**config.mk**
```make
export PLATFORM = sky130hd
export DESIGN_NAME = mdaf_top
export DESIGN_NICKNAME = d
export VERILOG_FILES = /design/src/rtl/mdaf_pkg.sv /design/src/rtl/mdaf_capture.sv /design/src/rtl/mdaf_ctrl_reg.sv /design/src/rtl/mdaf_out.sv /design/src/rtl/mdaf_top.sv
export SDC_FILE = /design/constraint.sdc
export NUM_CORES = 1
export LEC_CHECK = 0
export ABC_AREA = 0
export ABC_CLOCK_PERIOD_IN_PS = 3800
export BUFFER_PORTS_ARGS = -buffer_cell sky130_fd_sc_hd__buf_4
export CORE_MARGIN = 2
export CORE_UTILIZATION = 49
export DETAILED_ROUTE_END_ITERATION = 8
export GPL_ROUTABILITY_DRIVEN = 1
export PLACE_DENSITY = 0.78
export SETUP_SLACK_MARGIN = 0.2
export SLEW_MARGIN = 20
export SYNTH_ARGS = -nofsm -noshare
export SYNTH_HDL_FRONTEND = slang
export SYNTH_SLANG_ARGS = --single-unit
export TNS_END_PERCENT = 50
```
**constraint.sdc**
```tcl
create_clock -name clk -period 3.8 [get_ports clk]
set_clock_uncertainty 0.2 [all_clocks]
set_input_delay 0.57 -clock clk [delete_from_list [all_inputs] [get_ports clk]]
set_output_delay 0.57 -clock clk [all_outputs]
set_load 0.05 [all_outputs]
```
**src/rtl/mdaf_pkg.sv**
```systemverilog
package mdaf_pkg;

    localparam int CHAR_W_DEF = 8;
    localparam int CTRL_W     = 3;

    // Packed so that bit 0 = multidrop enable, bit 1 = receiver off, bit 2 = auto detect
    typedef struct packed {
        logic auto_en;
        logic rx_off;
        logic mode_en;
    } ctrl_t;

    typedef struct packed {
        logic store;
        logic irq;
        logic set_off;
        logic clr_off;
    } verdict_t;

    function automatic verdict_t judge(input ctrl_t c, input logic is_addr, input logic hit);
        verdict_t v;
        v = '0;
        if (!c.mode_en) begin
            v.store = !c.rx_off;
        end else if (!c.auto_en) begin
            v.store = !c.rx_off;
            v.irq   = is_addr;
        end else if (is_addr) begin
            if (hit) begin
                v.store   = 1'b1;
                v.irq     = 1'b1;
                v.clr_off = 1'b1;
            end else begin
                v.set_off = 1'b1;
            end
        end else begin
            v.store = !c.rx_off;
        end
        return v;
    endfunction

endpackage

```
**src/rtl/mdaf_capture.sv**
```systemverilog
module mdaf_capture #(
    parameter int DATA_W = mdaf_pkg::CHAR_W_DEF
) (
    input  logic              clk,
    input  logic              rst,
    input  logic              in_vld,
    input  logic [DATA_W-1:0] in_data,
    input  logic              in_bit9,
    output logic              stg_vld,
    output logic [DATA_W-1:0] stg_data,
    output logic              stg_addr
);
    always_ff @(posedge clk) begin
        if (rst) begin
            stg_vld  <= 1'b0;
            stg_data <= '0;
            stg_addr <= 1'b0;
        end else begin
            stg_vld <= in_vld;
            if (in_vld) begin
                stg_data <= in_data;
                stg_addr <= in_bit9;
            end
        end
    end
endmodule

```
**src/rtl/mdaf_ctrl_reg.sv**
```systemverilog
module mdaf_ctrl_reg
    import mdaf_pkg::*;
(
    input  logic  clk,
    input  logic  rst,
    input  logic  wr_en,
    input  ctrl_t wr_val,
    input  logic  set_off,
    input  logic  clr_off,
    output ctrl_t ctrl
);
    always_ff @(posedge clk) begin
        if (rst) begin
            ctrl <= '0;
        end else if (wr_en) begin
            ctrl <= wr_val;
        end else if (set_off) begin
            ctrl.rx_off <= 1'b1;
        end else if (clr_off) begin
            ctrl.rx_off <= 1'b0;
        end
    end
endmodule

```
**src/rtl/mdaf_out.sv**
```systemverilog
module mdaf_out
    import mdaf_pkg::*;
#(
    parameter int DATA_W = CHAR_W_DEF
) (
    input  logic              clk,
    input  logic              rst,
    input  verdict_t          vd,
    input  logic [DATA_W-1:0] data,
    input  logic              clr_req,
    output logic              we,
    output logic [DATA_W-1:0] wdata,
    output logic              irq,
    output logic              flag
);
    always_ff @(posedge clk) begin
        if (rst) begin
            we    <= 1'b0;
            wdata <= '0;
            irq   <= 1'b0;
            flag  <= 1'b0;
        end else begin
            we  <= vd.store;
            irq <= vd.irq;
            if (vd.store) begin
                wdata <= data;
            end
            if (vd.irq) begin
                flag <= 1'b1;
            end else if (clr_req) begin
                flag <= 1'b0;
            end
        end
    end
endmodule

```
**src/rtl/mdaf_top.sv**
```systemverilog
module mdaf_top
    import mdaf_pkg::*;
#(
    parameter int DATA_W = CHAR_W_DEF
) (
    input  logic              clk,
    input  logic              rst,
    input  logic              cfg_we,
    input  logic [CTRL_W-1:0] cfg_wdata,
    output logic [CTRL_W-1:0] cfg_rdata,
    input  logic [DATA_W-1:0] slave_addr,
    input  logic              rx_valid,
    input  logic [DATA_W-1:0] rx_data,
    input  logic              rx_bit9,
    input  logic              pe_rd,
    output logic              fifo_we,
    output logic [DATA_W-1:0] fifo_wdata,
    output logic              addr_irq,
    output logic              pe_flag
);
    logic              stg_vld;
    logic [DATA_W-1:0] stg_data;
    logic              stg_addr;
    ctrl_t             ctrl_q;
    verdict_t          vd;
    logic              addr_hit;

    mdaf_capture #(.DATA_W(DATA_W)) cap_i (
        .clk      (clk),
        .rst      (rst),
        .in_vld   (rx_valid),
        .in_data  (rx_data),
        .in_bit9  (rx_bit9),
        .stg_vld  (stg_vld),
        .stg_data (stg_data),
        .stg_addr (stg_addr)
    );

    assign addr_hit = (stg_data == slave_addr);

    always_comb begin
        vd = '0;
        if (stg_vld) begin
            vd = judge(ctrl_q, stg_addr, addr_hit);
        end
    end

    mdaf_ctrl_reg ctl_i (
        .clk     (clk),
        .rst     (rst),
        .wr_en   (cfg_we),
        .wr_val  (ctrl_t'(cfg_wdata)),
        .set_off (vd.set_off),
        .clr_off (vd.clr_off),
        .ctrl    (ctrl_q)
    );

    assign cfg_rdata = ctrl_q;

    mdaf_out #(.DATA_W(DATA_W)) out_i (
        .clk     (clk),
        .rst     (rst),
        .vd      (vd),
        .data    (stg_data),
        .clr_req (pe_rd),
        .we      (fifo_we),
        .wdata   (fifo_wdata),
        .irq     (addr_irq),
        .flag    (pe_flag)
    );
endmodule

```
==> results.json <==
{
  "p_per_area_mw_per_mm2": 359,
  "grt_usage_pct": 20.2,
  "antenna-diode-count": 0,
  "final-max-slew-violation-count": 0,
  "synth_nets": 149,
  "route.layer.met1.wl_um": 1200,
  "finalInstanceArea_mm2": 0.00152,
  "synth.cell_area_mm2": 0.00120,
  "cts_buffers": 3,
  "cts.repair.resized": 0,
  "ys.warnings.count": 0,
  "drt_drc_violations_left": 0,
  "critPathBufInv": 1,
  "detail_routed_net_length_per_standard_cell_um": 13.7,
  "overflow": 0,
  "critPathLaunchType": "flop",
  "clock_path_buffers": 2,
  "detail_route.first_pass.iterations": 4,
  "postSynthAreaPerCell_um2": 9.65,
  "totalWireLength_um": 2580,
  "post_route_minimum_period_ns": 1.80,
  "grt_first_pass_wirelength_um": 4210,
  "die_height_um": 53.4,
  "path_delay_family": "flip-flops",
  "rsz0062_at_grt": "false",
  "timing.critical_path.to": "cfg_rdata[2]",
  "finalSetupTns_ns": 0,
  "hold_violations": 0,
  "clkSlewWorstSetupHoldPaths_ns": 0.14,
  "crit_arrival_ns": 1.03,
  "place_hpwl_um": 1940,
  "worst_r2r_endpoint": "out_i.wdata[6]$_SDFFE_PP0P_",
  "clock_latency_on_the_worst_skew_pair_ns": 0.31,
  "drt_iter0_drcs": 26,
  "floorplan.initialDensity_pct": 53.1,
  "timing.final.setup_violations": 0,
  "cts_tree": "yes",
  "hold_ws_ns": 0.277,
  "critical-path-slowest-cell": "dfxtp_1",
  "synth-edff-count": 0,
  "synthFlopType": "dfxtp_1",
  "syn_inst": 124,
  "cp.required_ns": 3.03,
  "layout.nets": 186,
  "post_cts_buffers": 0,
  "crit_cells": 1,
  "top_layer_used": "met4",
  "worstSetupPathType": "reg -> out",
  "tritoncts_num_sinks": 24,
  "timing.hold.worst.class": "in -> reg",
  "r2r_cells": 4,
  "max_clock_freq_mhz": 557,
  "critical_path.max_stage_delay_ns": 0.47,
  "status": "completed",
  "floorplan_core_area_mm2": 0.00225,
  "synth.yosys.seq_area_share_pct": 40.2,
  "crit_chain": "buf_4",
  "layout.core_utilization_pct": 67.5,
  "async_flop_share_pct": 0,
  "most_frequent_cells_in_the_layout": "38 x buf_4, 24 x dfxtp_1, 12 x nor2_1",
  "final_common_cell": "buf_4",
  "ir_worst_vdd_uv": 252,
  "worst_setup_path_end_kind": "output pin",
  "maxCapViolCount": 0,
  "dpl-instance-area_mm2": 0.00149,
  "drtAntennaViolNets": 0,
  "cts_root_buf": "clkbuf_4",
  "tightest_slew_ns": 0.480,
  "cp-startpoint": "ctl_i.ctrl[2]$_SDFFE_PP0P_",
  "viasPerCell": 5.62,
  "period_share_pct": 47.3,
  "row_count": 17,
  "leakage_nw": 0.619,
  "gp_congestion": 0.824,
  "number_of_vias_after_detailed_routing": 1057,
  "die_x_um": 53.4,
  "grt_antenna_before_repair": 0,
  "crit_path_max_fanout": 6,
  "cts_max_level": 1,
  "cts-hold-fix-buffers": 0,
  "grt_start_max_net_pins": 26,
  "die_area_mm2": 0.00285,
  "route.met2.wl_um": 1240,
  "source_of_the_worst_register_to_register_timing_path": "ctl_i.ctrl[2]$_SDFFE_PP0P_",
  "rrSetupSlack_ns": 2.06,
  "post_route_cells_drive_above_1_share_pct": 31.9,
  "io_pins": 39,
  "flow.area_growth_from_synthesis_pct": 27.2,
  "buffer_ports.inserted": 38,
  "synth_seq_cells": 24,
  "timing.slew.headroom_pct": 68.0,
  "synth.distinct_cells": 29,
  "wl_met3_um": 117,
  "number_of_global_route_vias_before_repair": 964
}
==> power by group <==
part	total, mW	switching, mW	internal, mW
Clock	0.135	0.0762	0.0585
Combinational	0.129	0.0754	0.0535
Sequential	0.282	0.0142	0.268
==> area by class of cell <==
class                   count  area [µm²]
fillers                   202         733
flip-flops and latches     24         480
inverters                   1        3.75
repair buffers             38         285
clock buffers               4        36.3
multi-input cells          93         681
well taps                  28        35.0
==> how the worst min path moves through the flow <==
| stage | cells past startpoint | slack [ns] | startpoint | to |
|---|---|---|---|---|
| floorplan | 2 | 0.29 | cap_i.stg_vld$_SDFF_PP0_ | out_i.irq$_SDFF_PP0_ |
| global placement | 2 | 0.30 | out_i.flag$_SDFFE_PP0P_ | out_i.flag$_SDFFE_PP0P_ |
| detailed placement | 2 | 0.32 | cap_i.stg_vld$_SDFF_PP0_ | out_i.irq$_SDFF_PP0_ |
| CTS | 3 | 0.28 | rx_data[1] | cap_i.stg_data[1]$_SDFFE_PP0P_ |
| global route | 3 | 0.29 | rx_data[2] | cap_i.stg_data[2]$_SDFFE_PP0P_ |
| finish | 3 | 0.28 | rx_data[1] | cap_i.stg_data[1]$_SDFFE_PP0P_ |
==> kinds of logic after synthesis <==
group / synth area share [%]
AND/OR/NAND/NOR: 20.6
AO/OA/AOI/OAI: 21.2
flip-flops: 40.2
multiplexers: 9.21
XOR/XNOR: 5.86
buffers and inverters: 2.93
==> routing by layer <==
metal,up-vias,track usage [%]
met5,-,0
met4,0,6.41
met3,2,3.39
met2,29,32.9
met1,483,26.9
li1,543,-
==> metrics by stage <==
step	total power, mW	instances	worst slack (ns)
detailed placement	0.417	184	1.93
floorplan	0.371	124	2.04
CTS	0.548	188	1.99
global route	0.570	188	1.93
global placement	0.413	184	1.96
finish	0.546	188	2.00
==> cells in the mapped netlist (all sizes together), types with 2 or more instances <==
cell type / n / share of area [%]
dfxtp: 24 / 40
nand2: 11 / 4.1
mux2i: 11 / 9.2
and4: 3 / 2.6
o211ai: 8 / 5.0
nor2: 12 / 3.8
nand3: 2 / 1.3
o2111ai: 8 / 5.9
xnor2: 8 / 5.9
nor2b: 10 / 5.2
buf: 5 / 2.3
nand4: 2 / 2.1
a32oi: 8 / 5.9
==> sequential cells by signal, indices dropped and copies added, names as in the netlist <==
name	cells
cap_i.stg_addr	1
out_i.flag	1
out_i.wdata	8
cap_i.stg_vld	1
out_i.we	1
out_i.irq	1
cap_i.stg_data	8
ctl_i.ctrl	3
Note: power is estimated with default switching activity, not from simulation.
